### config.mk
export PLATFORM = sky130hd
export DESIGN_NAME = gpio_irq_ctrl
export DESIGN_NICKNAME = d
export VERILOG_FILES = /design/src/rtl/gpio_irq_pkg.sv /design/src/rtl/gpio_in_sync.sv /design/src/rtl/gpio_trig_detect.sv /design/src/rtl/gpio_evt_latch.sv /design/src/rtl/gpio_irq_ctrl.sv
export SDC_FILE = /design/constraint.sdc
export NUM_CORES = 1
export LEC_CHECK = 0
export BUFFER_PORTS_ARGS = -buffer_cell sky130_fd_sc_hd__buf_2
export CAP_MARGIN = 30
export CORE_ASPECT_RATIO = 1.1
export CORE_MARGIN = 5
export CORE_UTILIZATION = 55
export DETAILED_ROUTE_END_ITERATION = 10
export HOLD_SLACK_MARGIN = 0.08
export PLACE_DENSITY = 0.81
export SLEW_MARGIN = 0
export SYNTH_ARGS = -nofsm -noshare
export SYNTH_HDL_FRONTEND = slang
export SYNTH_SLANG_ARGS = --single-unit
### constraint.sdc
create_clock -name clk -period 2.5 [get_ports clk]
set_clock_uncertainty 0.2 [all_clocks]
set_input_delay 0.25 -clock clk [delete_from_list [all_inputs] [get_ports clk]]
set_output_delay 0.25 -clock clk [all_outputs]
set_load 0.05 [all_outputs]
### src/rtl/gpio_irq_pkg.sv
package gpio_irq_pkg;
    localparam int REG_IDX_W = 4;
    localparam int BUS_W     = 32;

    typedef enum logic [REG_IDX_W-1:0] {
        REG_VAL  = 4'd0,
        REG_DIR  = 4'd1,
        REG_IEN  = 4'd2,
        REG_STS  = 4'd3,
        REG_PND  = 4'd4,
        REG_CLR  = 4'd5,
        REG_EDG  = 4'd6,
        REG_POL  = 4'd7,
        REG_VER  = 4'd8,
        REG_BOTH = 4'd9
    } reg_idx_e;
endpackage

### src/rtl/gpio_in_sync.sv
module gpio_in_sync #(
    parameter int W = 8
) (
    input  logic         clk,
    input  logic         rst_n,
    input  logic [W-1:0] pin_async,
    output logic [W-1:0] smp,
    output logic [W-1:0] smp_prev
);
    typedef struct packed {
        logic [W-1:0] s1;
        logic [W-1:0] s2;
        logic [W-1:0] prev;
    } sync_t;

    sync_t sy_d, sy_q;

    always_comb begin
        sy_d      = sy_q;
        sy_d.s1   = pin_async;
        sy_d.s2   = sy_q.s1;
        sy_d.prev = sy_q.s2;
    end

    always_ff @(posedge clk or negedge rst_n) begin
        if (!rst_n) sy_q <= '0;
        else        sy_q <= sy_d;
    end

    assign smp      = sy_q.s2;
    assign smp_prev = sy_q.prev;
endmodule

### src/rtl/gpio_trig_detect.sv
module gpio_trig_detect #(
    parameter int W = 8
) (
    input  logic [W-1:0] smp,
    input  logic [W-1:0] smp_prev,
    input  logic [W-1:0] edge_sel,
    input  logic [W-1:0] sense,
    input  logic [W-1:0] any_edge,
    output logic [W-1:0] evt
);
    for (genvar i = 0; i < W; i++) begin : g_pin
        logic rise, fall, lvl_hit, edg_hit;
        always_comb begin
            rise    = smp[i] & ~smp_prev[i];
            fall    = ~smp[i] & smp_prev[i];
            lvl_hit = (smp[i] == sense[i]);
            if (any_edge[i]) edg_hit = rise | fall;
            else             edg_hit = sense[i] ? rise : fall;
            evt[i]  = edge_sel[i] ? edg_hit : lvl_hit;
        end
    end
endmodule

### src/rtl/gpio_evt_latch.sv
module gpio_evt_latch #(
    parameter int W = 8
) (
    input  logic         clk,
    input  logic         rst_n,
    input  logic [W-1:0] evt,
    input  logic [W-1:0] clr,
    output logic [W-1:0] sts
);
    logic [W-1:0] sts_d, sts_q;

    always_comb begin
        sts_d = (sts_q & ~clr) | evt;
    end

    always_ff @(posedge clk or negedge rst_n) begin
        if (!rst_n) sts_q <= '0;
        else        sts_q <= sts_d;
    end

    assign sts = sts_q;
endmodule

### src/rtl/gpio_irq_ctrl.sv
module gpio_irq_ctrl
    import gpio_irq_pkg::*;
#(
    parameter int NUM_PINS = 8,
    parameter int VERSION  = 3,
    parameter int ADDR_W   = 6
) (
    input  logic                clk,
    input  logic                rst_n,
    input  logic                bus_wr,
    input  logic                bus_rd,
    input  logic [ADDR_W-1:0]   bus_addr,
    input  logic [BUS_W-1:0]    bus_wdata,
    output logic [BUS_W-1:0]    bus_rdata,
    input  logic [NUM_PINS-1:0] pin_in,
    output logic [NUM_PINS-1:0] pin_out,
    output logic [NUM_PINS-1:0] pin_oe,
    output logic                irq_out
);
    localparam int N = NUM_PINS;
    localparam bit HAS_ANY_EDGE = (VERSION >= 3);
    localparam logic [N-1:0] ANY_MASK = HAS_ANY_EDGE ? {N{1'b1}} : {N{1'b0}};

    typedef struct packed {
        logic [N-1:0]     val;
        logic [N-1:0]     dir;
        logic [N-1:0]     ien;
        logic [N-1:0]     edg;
        logic [N-1:0]     pol;
        logic [N-1:0]     both;
        logic [BUS_W-1:0] rdata;
    } ctrl_t;

    ctrl_t cr_d, cr_q;

    logic [REG_IDX_W-1:0] idx;
    logic [N-1:0] smp, smp_prev, evt, sts_q, clr_mask, ien_q, pend, lvl_view;
    logic [BUS_W-1:0] rd_mux;

    assign idx = bus_addr[REG_IDX_W+1:2];

    gpio_in_sync #(.W(N)) u_sync (
        .clk(clk), .rst_n(rst_n), .pin_async(pin_in),
        .smp(smp), .smp_prev(smp_prev)
    );

    gpio_trig_detect #(.W(N)) u_det (
        .smp(smp), .smp_prev(smp_prev), .edge_sel(cr_q.edg),
        .sense(cr_q.pol), .any_edge(cr_q.both), .evt(evt)
    );

    gpio_evt_latch #(.W(N)) u_lat (
        .clk(clk), .rst_n(rst_n), .evt(evt), .clr(clr_mask), .sts(sts_q)
    );

    always_comb begin
        ien_q    = cr_q.ien;
        pend     = sts_q & cr_q.ien;
        lvl_view = (cr_q.dir & smp) | (~cr_q.dir & cr_q.val);
        clr_mask = (bus_wr && idx == REG_CLR) ? bus_wdata[N-1:0] : '0;

        case (idx)
            REG_VAL:  rd_mux = BUS_W'(lvl_view);
            REG_DIR:  rd_mux = BUS_W'(cr_q.dir);
            REG_IEN:  rd_mux = BUS_W'(cr_q.ien);
            REG_STS:  rd_mux = BUS_W'(sts_q);
            REG_PND:  rd_mux = BUS_W'(pend);
            REG_EDG:  rd_mux = BUS_W'(cr_q.edg);
            REG_POL:  rd_mux = BUS_W'(cr_q.pol);
            REG_VER:  rd_mux = BUS_W'(VERSION);
            REG_BOTH: rd_mux = BUS_W'(cr_q.both);
            default:  rd_mux = '0;
        endcase

        cr_d = cr_q;
        if (bus_wr) begin
            case (idx)
                REG_VAL:  cr_d.val  = bus_wdata[N-1:0];
                REG_DIR:  cr_d.dir  = bus_wdata[N-1:0];
                REG_IEN:  cr_d.ien  = bus_wdata[N-1:0];
                REG_EDG:  cr_d.edg  = bus_wdata[N-1:0];
                REG_POL:  cr_d.pol  = bus_wdata[N-1:0];
                REG_BOTH: cr_d.both = bus_wdata[N-1:0] & ANY_MASK;
                default:  ;
            endcase
        end
        if (bus_rd) cr_d.rdata = rd_mux;
    end

    always_ff @(posedge clk or negedge rst_n) begin
        if (!rst_n) begin
            cr_q       <= '0;
            cr_q.dir   <= '1;
            cr_q.pol   <= '1;
        end else begin
            cr_q <= cr_d;
        end
    end

    assign bus_rdata = cr_q.rdata;
    assign pin_out   = cr_q.val;
    assign pin_oe    = ~cr_q.dir;
    assign irq_out   = |pend;
endmodule

== After elaboration in Yosys (flattened, before gate mapping) ==
Cells that the tools add are included.
Cells by class
  equality and inequality tests: 17
  mux-type cells: 26
  bitwise operators: 48
  reductions and logical operators: 9
Operator list (number)
  $pmux W8 S9: 1
  $and A8 B8 Y8: 4
  $mux W1: 24
  $and A1 B1 Y1: 16
  $eq A4 B3 Y1 const B: 4
  $not A1 Y1: 16
  $not A8 Y8: 2
  $or A8 B8 Y8: 2
  $reduce_and A2 Y1: 6
  $eq A1 B1 Y1: 8
  $eq A4 B2 Y1 const B: 2
  $eq A4 B4 Y1 const B: 2
  $mux W8: 1
  $or A1 B1 Y1: 8
  $reduce_or A8 Y1: 1
  $eq A4 B1 Y1 const B: 1
  $logic_not A4 Y1: 1
  $logic_and A1 B1 Y1: 1
Word-level totals
  register bits after elaboration: 112
  input port bits: 50
  output and inout bits: 49
  logic and storage cells: 111

== Depth between registers and ports, before layout ==
  word-level depth: 6
  mapped depth: 7
  gate-level depth less buffers: 7

== By module ==
A second synthesis with hierarchy kept.
Second synthesis, totals
  cells, all modules: 427
  area total of the unflattened synthesis: 4897.2 sq um
By module, submodules not included
  gpio_irq_ctrl: times used 1, cells each 299, area an instance 3325.7 sq um, sequential area each 1421.4 sq um
  gpio_in_sync: times used 1, cells each 32, area an instance 660.6 sq um, sequential area each 600.6 sq um
  gpio_trig_detect: times used 1, cells each 72, area an instance 620.6 sq um, sequential area each 0.0 sq um
  gpio_evt_latch: times used 1, cells each 24, area an instance 290.3 sq um, sequential area each 200.2 sq um

== Worst setup path after synthesis ==
Ideal clock, no wire load.
  path type: reg2out
  start: reg cr_q, in the netlist ien_q[4]
  end: out irq_out
  arrival: 1313 ps
  data required time: 2050 ps
  path slack: 737 ps
  cell stages (with the launch flop): 4
  path buffers: 0
  cells stage by stage: dfrtp_1 -> a22o_1 -> a221oi_1 -> nand4_1
On the way
  word-level cells in the longest chain between the ends: 2
RTL lines
  from (decl): line gpio_irq_ctrl.sv:34  | ctrl_t cr_d, cr_q;
  from (signal assigned): line gpio_irq_ctrl.sv:96  | cr_q <= cr_d;
  $and A8 B8 Y8: line gpio_irq_ctrl.sv:58  | pend = sts_q & cr_q.ien;
  $reduce_or A8 Y1: line gpio_irq_ctrl.sv:103  | assign irq_out = |pend;
  to (decl): line gpio_irq_ctrl.sv:18  | output logic irq_out
No other way between the ends.

== Worst setup path in the final report ==
Same ends and word-level chain as after synthesis.

==> flow_summary_export.csv <==
group,metric,value,unit
sta,unrepaired_setup_endpoints_after_global_routing,"false",
route,vias,3423,
sta,setup_viol,0,
floorplan,starting_utilization_of_the_core_area,56.0,%
place,buffer_ports.inserted,48,
global_routing,grt_max_degree,49,
critical_path,critical_path.slowest_cell,"dfrtp_1",
critical_path,worstSetupStartpointType,"register",
run,drv_cap,0,
clocking,worstSkewPairLatency,0.36,ns
clocking,cts.sinks,88,
yosys,synth_flop_cell,"dfrtp_1",
global_routing,grt.overflow.total,0,
route,detail_route.drc_violations,0,
clocking,cts-htree-levels,3,
sta,remaining_max_slew_budget_at_the_tightest_pin,59.5,%
critical_path,regToRegEndpoint,"bus_rdata[7]",
yosys,asyncSetResetFlopFracSynth,100,%
global_routing,grtUsageTotal,20.7,%
yosys,synth_xor_area_share,1.49,%
pwr,power.static_leakage,2.43,nW
yosys,synthesis.yosys.warnings,0,
pwr,power_density,739,nW/um^2
critical_path,reg2regPathDepth,5,
yosys,synth_cell_type_count,51,
finish,antenna_cells_inserted,0,
yosys,share_of_the_synthesized_area_in_compound_gates_ao_oa_aoi_oai,13.3,%
yosys,synth.mux.area_fraction,12.4,%
critical_path,cp_max_fo,4,
clocking,cts-buffers-inserted,9,
place,detailedPlacementHpwl,7.47,mm
yosys,syn_area,4690,sq um
route,total_wire_length_after_detailed_routing,10.6,mm
sta,tightestPinTransition,0.607,ns
worst_hold_path,worst_hold_path.endpoint,"u_sync.smp[2]",
sta,fin_crit,2.23,ns
critical_path,reg2reg_from,"u_lat.sts[7]",
worst_hold_path,hp-start,"u_sync.sy_d[10]",
clocking,postCtsResizedCells,0,
pwr,maximum_vdd_drop,0.409,mV
floorplan,core,8360,sq um
sta,final-max-slew-violation-count,0,
sta,final_cycle_utilization_of_the_critical_path,89.0,%
yosys,combinational_family_with_the_most_area_after_synthesis,"compound AO/OA/AOI/OAI gates",
yosys,post_synth_and_or_nand_nor_area_fraction,9.77,%
critical_path,r2r_slack,0.69,ns
finish,layout_common_cells,"dfrtp_1, buf_2, nand2_1, mux2_1, inv_1",
global_routing,first_global_vias,3382,
worst_hold_path,holdCritPathClass,"reg -> reg",
route,via_per_inst,5.67,
critical_path,crit_chain,"a22o_1 -> a221oi_1 -> nand4_1 -> buf_2",
route,detail-route-antenna-nets,0,
finish,post_layout_nonfiller_instances,604,
yosys,synth.yosys.seq_area_share,47.4,%
finish,finalNetCount,554,
floorplan,die-height,107,um
route,drt-wirelength-per-cell,17.5,um
clocking,clock_pin_transition_on_the_worst_setup_and_hold_timing_paths,0.08,ns
clocking,cts_tree,"yes",
critical_path,crit_family,"compound AO/OA/AOI/OAI gates",
critical_path,critPathCaptureType,"output pin",
yosys,synth.ff_latch_count,88,
floorplan,chipWidth,98.0,um
finish,layout_commonest_cell,"dfrtp_1",
critical_path,timing.critical_path.slowest_cell_delay,0.42,ns
finish,syn2layout_area_growth,11.5,%
global_routing,grt_pass1_wl,17.1,mm
global_routing,antenna_found_initial,0,
worst_hold_path,worst_hold_path.num_cells,0,
critical_path,cp_bufs_invs,1,
sta,totalNegativeSetupSlack,0,ns
yosys,syn-mean-instance-area,10.9,sq um
finish,fraction_of_layout_cells_with_a_size_suffix_above_1,22.9,%
critical_path,cp_data_arrival_time,1.78,ns
clocking,clk_tree_root_cell,"clkbuf_8",
outcome,run_status,"finished, final reports clean",
sta,timing_hold_violations_final,0,
floorplan,ioPinCount,99,
floorplan,floorplan.rows,35,
critical_path,criticalPathCategory,"reg -> out",
route,first_iter_violations,211,
yosys,netlist_instances,431,
place,place.gp.congestion,0.943,
sta,max_freq,449,MHz
yosys,synth-edff-count,0,
floorplan,die_area,10500,sq um
route,number_of_detailed_route_iterations_in_the_first_pass,5,
yosys,post_synth_fa_ha_maj_area_fraction,4.27,%
critical_path,cp_data_required_time,2.05,ns
clocking,max-clock-path-buffers,2,
place,dpl.cell_count,570,
## logic make-up (layout without fill, tap and decap cells)
group / Yosys count / count (layout)
XOR/XNOR: 8 / 8
AO/OA/AOI/OAI: 96 / 96
flip-flops: 88 / 88
other: 1 / 24
AND/OR/NAND/NOR: 86 / 86
multiplexers: 47 / 47
buffers and inverters: 89 / 128
adder cells (fa/ha/maj): 16 / 16
## power by group
group | internal [mW] | switching [mW]
Sequential | 1.69 | 0.221
Combinational | 0.358 | 0.669
Clock | 0.439 | 0.486
## routing by layer
layer	routed length, um	track usage [%]	up-vias
li1	-	-	1554
met1	4410	26.1	1676
met2	4950	32.5	160
met3	871	6.18	33
met4	324	10.1	0
met5	0	0	-
## worst max-delay path by stage
stage           startpoint            to  depth (start not counted)
6_report          ien_q[4]       irq_out                          4
5_1_grt           ien_q[4]       irq_out                          4
3_5_place_dp   bus_addr[3]  u_lat.sts[0]                          7
4_1_cts           ien_q[4]       irq_out                          4
3_3_place_gp   bus_addr[3]  u_lat.sts[4]                          7
2_1_floorplan     ien_q[4]       irq_out                          3
## cell usage after synthesis (all sizes together), types with 13 or more instances
library cell	count	area, sq um
dfrtp	72	1800
dfstp	16	420
a21oi	18	90.1
nor2b	16	108
ha	16	200
buf	55	402
o21ai	30	150
nand2	38	153
mux2	44	526
a211oi	13	97.6
inv	32	120
## metrics by stage
stage / power [mW] / utilization, % / area, sq um / hold WS [ns] / setup slack, ns
final: 3.86 / 62.5 / 5230 / 0.151 / 0.275
after global routing: 4.06 / 62.5 / 5230 / 0.160 / 0.186
after CTS: 3.88 / 62.5 / 5230 / 0.150 / 0.299
after detailed placement: 2.93 / 58.1 / 4860 / 0.0928 / 0.330
after global placement: 2.89 / 58.1 / 4860 / 0.0941 / 0.416
after floorplan: 2.73 / - / 4770 / -0.246 / 0.737
## cell type report
| cell class | count | area (sq um) |
|---|---|---|
| Sequential cell | 88 | 2220 |
| Fill cell | 691 | 3140 |
| Timing Repair Buffer | 80 | 541 |
| Clock inverter | 3 | 15.0 |
| Inverter | 32 | 120 |
| Tap cell | 111 | 139 |
| Multi-Input combinational cell | 277 | 2020 |
| Clock buffer | 13 | 169 |
## timing repair
| action | in CTS | in global routing |
|---|---|---|
| hold buffers | 18 | 0 |
| hold endpoints to repair | 109 | 0 |
| setup buffers | 0 | 0 |
## sequential cells by signal (all words and copies together) (netlist names)
name	count
u_lat.sts	8
u_sync.smp	8
u_sync.smp_prev	8
bus_rdata	8
cr_q	32
pin_out	8
ien_q	8
u_sync.sy_d	8
(Power assumes the default switching activity.)
